## src/rtl/dwr_pkg.sv

```systemverilog
package dwr_pkg;

    typedef enum logic [1:0] {
        ST_RUN,
        ST_HOLD,
        ST_HOLD_REL,
        ST_PARKED
    } rst_state_e;

    localparam logic [7:0] OFS_HOLD  = 8'h04;
    localparam logic [7:0] OFS_FREE  = 8'h05;
    localparam logic [7:0] CODE_BOTH = 8'h00;
    localparam logic [7:0] CODE_ONE  = 8'h55;
    localparam int         N_CHAN    = 2;

endpackage

```

## src/rtl/dwr_window_decode.sv

```systemverilog
module dwr_window_decode
    import dwr_pkg::*;
#(
    parameter int ADDR_W  = 20,
    parameter int HALF_AW = 8,
    localparam int WIN_AW = HALF_AW + 1,
    localparam int JMP_W  = ADDR_W - 1 - WIN_AW
) (
    input  logic              clk,
    input  logic              rst_n,
    input  logic [ADDR_W-1:0] addr,
    input  logic [7:0]        wdata,
    input  logic              rd,
    input  logic              wr,
    input  logic [JMP_W-1:0]  jumper,
    output logic [N_CHAN-1:0] cs,
    output logic [N_CHAN-1:0] hold_req,
    output logic [N_CHAN-1:0] free_req
);

    logic [JMP_W-1:0]   tag_exp;
    logic               hit;
    logic               half;
    logic               ofs_hold;
    logic               ofs_free;
    logic               ctl_ofs;
    logic               code_both;
    logic               code_one;

    always_comb begin
        tag_exp   = {~jumper[3], jumper[2:0], jumper[JMP_W-1:4]};
        hit       = addr[ADDR_W-1] && (addr[ADDR_W-2:WIN_AW] == tag_exp);
        half      = addr[HALF_AW];
        ofs_hold  = (addr[HALF_AW-1:0] == HALF_AW'(OFS_HOLD));
        ofs_free  = (addr[HALF_AW-1:0] == HALF_AW'(OFS_FREE));
        ctl_ofs   = ofs_hold || ofs_free;
        code_both = (wdata == CODE_BOTH);
        code_one  = (wdata == CODE_ONE);
    end

    for (genvar k = 0; k < N_CHAN; k++) begin : g_chan
        logic mine;
        logic targeted;
        always_comb begin
            mine        = hit && (half == 1'(k));
            targeted    = wr && hit && (code_both || (code_one && half == 1'(k)));
            cs[k]       = mine && (rd || (wr && !ctl_ofs));
            hold_req[k] = targeted && ofs_hold;
            free_req[k] = targeted && ofs_free;
        end
    end

    // no select without address bit 19
    a_r2_cs_needs_a19: assert property (@(posedge clk) disable iff (!rst_n)
        (|cs) |-> addr[ADDR_W-1]);

    // each select only for its own half
    a_r1_low_half: assert property (@(posedge clk) disable iff (!rst_n)
        cs[0] |-> !addr[HALF_AW]);
    a_r1_high_half: assert property (@(posedge clk) disable iff (!rst_n)
        cs[1] |-> addr[HALF_AW]);

    // control-offset writes are not forwarded
    a_r6_ctl_write_blocked: assert property (@(posedge clk) disable iff (!rst_n)
        (wr && !rd && (addr[HALF_AW-1:0] == HALF_AW'(4) || addr[HALF_AW-1:0] == HALF_AW'(5)))
        |-> (cs == '0));

    // unrecognised data codes issue no command
    a_r5_other_codes_ignored: assert property (@(posedge clk) disable iff (!rst_n)
        (wdata != 8'h00 && wdata != 8'h55) |-> (hold_req == '0 && free_req == '0));

endmodule

```

## src/rtl/dwr_rst_seq.sv

```systemverilog
module dwr_rst_seq
    import dwr_pkg::*;
#(
    parameter int MIN_CYCLES = 125000,
    localparam int CNT_W     = $clog2(MIN_CYCLES + 1)
) (
    input  logic clk,
    input  logic rst_n,
    input  logic hold_req,
    input  logic free_req,
    output logic rst_out
);

    rst_state_e state_q, state_d;
    logic [CNT_W-1:0] cnt_q, cnt_d;
    logic min_done;
    logic timing;

    always_comb begin
        min_done = (cnt_q == CNT_W'(MIN_CYCLES - 1));
        timing   = (state_q == ST_HOLD) || (state_q == ST_HOLD_REL);
        cnt_d    = timing ? CNT_W'(cnt_q + 1'b1) : '0;
        state_d  = state_q;
        unique case (state_q)
            ST_RUN: begin
                if (hold_req) state_d = ST_HOLD;
            end
            ST_HOLD: begin
                if (free_req)      state_d = min_done ? ST_RUN : ST_HOLD_REL;
                else if (min_done) state_d = ST_PARKED;
            end
            ST_HOLD_REL: begin
                if (hold_req)      state_d = min_done ? ST_PARKED : ST_HOLD;
                else if (min_done) state_d = ST_RUN;
            end
            ST_PARKED: begin
                if (free_req) state_d = ST_RUN;
            end
            default: state_d = ST_HOLD_REL;
        endcase
    end

    always_ff @(posedge clk or negedge rst_n) begin
        if (!rst_n) begin
            state_q <= ST_HOLD_REL;
            cnt_q   <= '0;
        end else begin
            state_q <= state_d;
            cnt_q   <= cnt_d;
        end
    end

    always_comb begin
        rst_out = (state_q != ST_RUN);
    end

    // checker: consecutive cycles the output has been high, saturating
    logic [CNT_W-1:0] held_q;
    always_ff @(posedge clk or negedge rst_n) begin
        if (!rst_n)                                  held_q <= '0;
        else if (!rst_out)                           held_q <= '0;
        else if (held_q != CNT_W'(MIN_CYCLES))       held_q <= held_q + 1'b1;
    end

    // every pulse lasts at least MIN_CYCLES
    a_r7_min_hold: assert property (@(posedge clk) disable iff (!rst_n)
        $fell(rst_out) |-> (held_q >= CNT_W'(MIN_CYCLES)));

    // a hold command always leaves the output asserted
    a_r3_hold_takes: assert property (@(posedge clk) disable iff (!rst_n)
        hold_req |=> rst_out);

    // the output only rises in response to a hold command
    a_r4_rise_needs_hold: assert property (@(posedge clk) disable iff (!rst_n)
        $rose(rst_out) |-> $past(hold_req));

    // a parked output drops on the next free command
    a_r7_parked_free: assert property (@(posedge clk) disable iff (!rst_n)
        (state_q == ST_PARKED && free_req) |=> !rst_out);

endmodule

```

## src/rtl/dwr_top.sv

```systemverilog
module dwr_top
    import dwr_pkg::*;
#(
    parameter int ADDR_W     = 20,
    parameter int HALF_AW    = 8,
    parameter int MIN_CYCLES = 125000
) (
    input  logic                        clk,
    input  logic                        rst_n,
    input  logic [ADDR_W-1:0]           bus_addr,
    input  logic [7:0]                  bus_wdata,
    input  logic                        bus_rd,
    input  logic                        bus_wr,
    input  logic [ADDR_W-HALF_AW-3:0]   jumper_sel,
    output logic                        cs_ctl1,
    output logic                        cs_ctl2,
    output logic                        rst_ctl1,
    output logic                        rst_ctl2
);

    logic [N_CHAN-1:0] cs;
    logic [N_CHAN-1:0] hold_req;
    logic [N_CHAN-1:0] free_req;
    logic [N_CHAN-1:0] rst_vec;

    dwr_window_decode #(
        .ADDR_W  (ADDR_W),
        .HALF_AW (HALF_AW)
    ) u_dec (
        .clk      (clk),
        .rst_n    (rst_n),
        .addr     (bus_addr),
        .wdata    (bus_wdata),
        .rd       (bus_rd),
        .wr       (bus_wr),
        .jumper   (jumper_sel),
        .cs       (cs),
        .hold_req (hold_req),
        .free_req (free_req)
    );

    for (genvar k = 0; k < N_CHAN; k++) begin : g_seq
        dwr_rst_seq #(
            .MIN_CYCLES (MIN_CYCLES)
        ) u_seq (
            .clk      (clk),
            .rst_n    (rst_n),
            .hold_req (hold_req[k]),
            .free_req (free_req[k]),
            .rst_out  (rst_vec[k])
        );
    end

    always_comb begin
        cs_ctl1  = cs[0];
        cs_ctl2  = cs[1];
        rst_ctl1 = rst_vec[0];
        rst_ctl2 = rst_vec[1];
    end

endmodule

```

## config.mk

```make
export PLATFORM = sky130hd
export DESIGN_NAME = dwr_top
export DESIGN_NICKNAME = d
export VERILOG_FILES = /design/src/rtl/dwr_pkg.sv /design/src/rtl/dwr_window_decode.sv /design/src/rtl/dwr_rst_seq.sv /design/src/rtl/dwr_top.sv
export SDC_FILE = /design/constraint.sdc
export NUM_CORES = 1
export LEC_CHECK = 0
export BUFFER_PORTS_ARGS = -buffer_cell sky130_fd_sc_hd__buf_4
export CAP_MARGIN = 10
export CORE_MARGIN = 8
export CORE_UTILIZATION = 56
export DETAILED_ROUTE_END_ITERATION = 10
export GPL_ROUTABILITY_DRIVEN = 0
export GPL_TIMING_DRIVEN = 0
export HOLD_SLACK_MARGIN = 0.12
export PLACE_DENSITY = 0.8
export SLEW_MARGIN = 30
export SYNTH_ARGS = -nofsm -noshare
export SYNTH_HDL_FRONTEND = slang
export SYNTH_SLANG_ARGS = --single-unit
```

## constraint.sdc

```tcl
create_clock -name clk -period 2.3 [get_ports clk]
set_input_delay 0.115 -clock clk [delete_from_list [all_inputs] [get_ports clk]]
set_output_delay 0.115 -clock clk [all_outputs]
set_load 0.03 [all_outputs]
```

* Word-level counts from Yosys, hierarchy flattened
Index checks and enable logic that the tools add are counted.
** Storage, ports and cells
- Bits of input ports :: 42
- Bits in latches :: 0
- Memories :: 0
- Output and inout port bits :: 4
- Register bits :: 38
- Word-level logic and storage cells :: 77
- Memory bits (read-only) :: 0
- Bits in writable memories :: 0
** Cells by class
- Shifts and indexed selects :: 0
- Reduce and logical (&&, ||, !) cells :: 29
- $lt $le $gt $ge :: 0
- Equal/unequal tests :: 20
- Divide/modulo/power cells :: 0
- Multipliers :: 0
- Add/subtract/negate cells :: 2
- Multiplexer cells :: 20
- Bitwise logic cells :: 2
** Operator list (number)
- 17-bit by 1-bit adder with 17-bit output, second input constant :: 2
- 17-bit == test, second input constant :: 2
- 17-bit two-way mux :: 2
- 2-bit two-way mux :: 16
- 8-bit by 3-bit == test with 1-bit output, second input constant :: 2
- 2-bit one-hot mux with 4 select lines :: 2
- 1-bit logical AND :: 15
- 3-bit by 1-bit != test with 1-bit output, second input constant :: 4
- 10-bit == test :: 1
- 2-bit == test, second input constant :: 4
- 8-bit by 7-bit == test with 1-bit output, second input constant :: 1
- 8-bit zero test :: 1
- 2-bit by 1-bit != test with 1-bit output, second input constant :: 4
- 4-bit AND reduction :: 2
- 1-bit logical OR :: 6
- 2-bit by 1-bit == test with 1-bit output, second input constant :: 2
- 2-bit zero test :: 2
- 2-bit nonzero test :: 2
- 1-bit inverter :: 2
- 1-bit zero test :: 1

* Logic depth before layout (Yosys ltp)
- Word-level depth :: 8
- Gate-level depth with buffers :: 9

* Hierarchy
A second synthesis with hierarchy kept.
** Second synthesis, totals
- Cell total of the unflattened synthesis :: 248
- Area total of the unflattened synthesis :: 2426.1 sq um
** By module, submodules not included
- dwr_rst_seq :: area each 1096.1 sq um, instances 2, cells each 107
- dwr_window_decode :: area each 234.0 sq um, instances 1, cells each 34

* Least setup slack after synthesis
No wires, ideal clock.
- Kind :: reg2reg
- Start point :: register g_seq[1].u_seq.cnt_q[0]
- End point :: register g_seq[1].u_seq.state_q[1]
- Data required time :: 2.225 ns
- Period minus slack after synthesis :: 1.868 ns
- Buffers on the path :: 1
- Setup slack :: 0.432 ns
- Arrival :: 1.793 ns
- Cell stages (with the launch flop) :: 10
- Setup time :: 0.075 ns
- Cells stage by stage :: dfrtp_1 ha_1 and2_1 buf_4 nand4_1 nand4b_4 a21o_1 a21o_1 a22oi_2 mux2i_1
** Between the ends
- Longest elaborated chain between the ends :: 4
- Elaborated cells between the ends (all ways) :: 9
** Ends and longest elaborated chain
- from (decl) :: RTL line dwr_rst_seq.sv:15 : logic [CNT_W-1:0] cnt_q, cnt_d;
- from (signal assigned) :: RTL line dwr_rst_seq.sv:49 : cnt_q <= cnt_d;
- 17-bit == test (*) :: RTL line dwr_rst_seq.sv:20 : min_done = (cnt_q == CNT_W'(MIN_CYCLES - 1));
- 2-bit two-way mux, on equally long branches (2 in series) :: RTL line dwr_rst_seq.sv:33, dwr_rst_seq.sv:29
- 2-bit one-hot mux with 4 select lines :: RTL line dwr_rst_seq.sv:24 : unique case (state_q)
- to (signal assigned) :: RTL line dwr_rst_seq.sv:48 : state_q <= state_d;
- to (decl) :: RTL line dwr_rst_seq.sv:14 : rst_state_e state_q, state_d;
Mark *: on every way between the ends. The rest lies on a longest branch, timed or not.
A chain may end at the register's enable or synchronous reset.

* Worst setup path in the final report
Ends and elaborated chain as after synthesis.

==> flow_summary.toml <==
[run_status]
status = "finished clean"

[synth]
synth_edf_count = 0
syn_area_per_cell_um2 = 9.81
netlist_top_cells_area = "dfrtp_1, xnor2_1, and2_1"
synth_area_um2 = 2480
synth_common_cells = "dfrtp_1, and2_1, nand2_1, xnor2_1, ha_1"
yosysWarningCount = 0
synth_nets = 307
synth_area_leader_cell = "dfrtp_1"
seq_area_frac_synth_pct = 38.4
async_reset_ff_share_pct = 100
syn_inst = 253
ys.flop_type = "dfrtp_1"
synth.distinct_cells = 36
synth_most_common_cell = "dfrtp_1"
ys_ff_latch = 38
synth_top_area_share_pct = 36.3

[setup_path]
cp.required_ns = 2.51
cp_data_arrival_time_ns = 2.30
cp-end-kind = "flop"
r2r_slack_ns = 0.21
critPathKind = "reg -> reg"
cp_max_fo = 7
critPathLaunchType = "flop"

[floorplan]
start_util_pct = 57.4
rows = 24
io_pins = 46
core-area_um2 = 4320
die_w_um = 82.6
dieArea_um2 = 6820
die_h_um = 82.6

[timing]
setup_violations = 0
period_minus_slack_ns = 2.09
worst_pin_slew_ns = 0.463
slew_violations = 0
hold_viol_final = 0
holdWs_ns = 0.247
fin_crit_sh_pct = 91.0
worst_clock_skew_ns = 0.00794
slew_headroom_pct = 69.1
max_freq_mhz = 478
setup_tns_ns = 0
rsz0062_at_grt = "false"

[drt]
first_pass_iters = 4
wl_per_cell_um = 14.3
m1WireLength_um = 2250
met2_length_um = 2380
via_per_inst = 5.45
routed-wl-met3_um = 454
drt_iter0_drc = 71
wirelength_um = 5150
ant_nets = 0
highest_layer = "met4"
route.detailed.drc = 0
num_vias = 1958

[power]
finalPower_uw = 1590
power-per-cell-area_nw_per_um2 = 532
p_leak_uw = 0.00137
vdd_drop_max_mv = 0.413

[placed_design]
dpl.cell_count = 350
dp_hpwl_um = 3920
port_buffers = 45

[clocking]
htree_levels = 2
cts_setup_buffers = 0
cts_buffers = 5
tritoncts = "done"
cts_sinks = 38
cts_buffer_depth = 2
clk_pin_slew_ns = 0.07
clk_latency_ns = 0.29
cts_root_buf = "clkbuf_8"

[job]
maxCapViolCount = 0

[grt]
grt_max_degree = 39
grt_pass1_wl_um = 8560
grt_usage_pct = 16.0
antenna_found_initial = 0
grt_pass1_vias = 1955
grt_overflow = 0

[finish]
drive_gt1_share_pct = 22.8
syn2layout_area_growth_pct = 20.3
utilization_pct = 69.1
final_cells = 359
diodes = 0
nNetsFinal = 360

[hold_path]
hp-class = "in -> reg"
==> area by class of cell <==
cell class / instances / area, um^2
clock inverter: 1 / 5.00
fill: 335 / 1340
timing repair buffer: 46 / 348
multi-input combinational: 200 / 1470
sequential: 38 / 953
tap: 52 / 65.1
inverter: 11 / 41.3
buffer: 4 / 22.5
clock buffer: 7 / 86.3
==> registers in the layout (all words and copies together), names as in the netlist <==
register / count
g_seq.u_seq.cnt_q: 34
g_seq.u_seq.state_q: 4
==> cells by family after synthesis <==
kind of cell / Yosys count / share of synthesized area, %
compound gates: 29 / 8.06
xor+xnor: 34 / 12.6
fa+ha+maj: 12 / 6.05
buf+inv: 15 / 2.57
flops: 38 / 38.4
mux: 2 / 0.806
simple gates: 123 / 31.5
==> placed cells by master, fill, tap and decap left out, types with 2 or more instances in the layout <==
cell type / instances
a2bb2oi_1: 2
nor4_2: 4
xnor2_2: 2
nand3_1: 6
a21o_1: 4
inv_1: 11
o21ai_0: 8
and3_1: 2
a21oi_1: 5
nand3b_1: 2
or3_1: 6
a21boi_0: 6
and4_1: 4
nor3_1: 4
clkbuf_8: 6
nor3b_1: 5
nand4_1: 10
clkbuf_1: 3
nand2_1: 23
nor2_1: 8
nor2b_1: 7
nor4b_2: 2
nand2b_1: 2
dfrtp_1: 36
xnor2_1: 23
a22oi_2: 2
nor4_1: 3
buf_4: 47
nand4b_4: 2
xor2_1: 9
o31a_1: 2
mux2i_1: 2
and2_1: 31
ha_1: 12
dfstp_2: 2
==> through the flow <==
| stage | worst slack, ns | area (um^2) |
|---|---|---|
| after floorplan | 0.432 | 2480 |
| after global placement | 0.264 | 2890 |
| after detailed placement | 0.225 | 2890 |
| after CTS | 0.202 | 2990 |
| after global routing | 0.0374 | 2990 |
| final | 0.206 | 2990 |
==> where the power goes <==
group / switching (uW) / internal, uW
logic: 217 / 202
clock network: 220 / 242
registers: 19.3 / 689
==> final timing paths <==
kind                                              startpoint  cells after the start                               endpoint
setup / recovery           g_seq[1].u_seq.cnt_q[0]$_DFF_PN0_                      9  g_seq[1].u_seq.state_q[1]$_DFFE_PN1P_
max in group asynchronous                              rst_n                      2  g_seq[0].u_seq.state_q[1]$_DFFE_PN1P_
hold / removal                                   bus_addr[0]                      4  g_seq[0].u_seq.state_q[0]$_DFFE_PN0P_
hold reg to reg            g_seq[0].u_seq.cnt_q[0]$_DFF_PN0_                      1      g_seq[0].u_seq.cnt_q[0]$_DFF_PN0_
setup reg to reg           g_seq[1].u_seq.cnt_q[0]$_DFF_PN0_                      9  g_seq[1].u_seq.state_q[1]$_DFFE_PN1P_
min in group asynchronous                              rst_n                      2      g_seq[0].u_seq.cnt_q[0]$_DFF_PN0_
==> timing repair <==
item                      in CTS  in global routing
hold endpoints to repair      36                  0
resized for setup              0                  0
hold buffers                   1                  0
==> worst max-delay path, stage by stage (launching register included) <==
cell,delay [ns]
dfrtp_1,0.39
ha_1,0.19
and2_1,0.13
buf_4,0.14
nand4_1,0.13
nand4b_4,0.23
a21oi_1,0.18
nand4_1,0.15
a22oi_2,0.26
mux2i_1,0.21
==> routing by layer <==
layer,global-route usage (%),vias to the layer above
met5,0,-
li1,-,975
met4,5.52,0
met3,4.00,4
met2,27.4,57
met1,18.9,922
No activity file was read; power rests on OpenSTA's default activity.
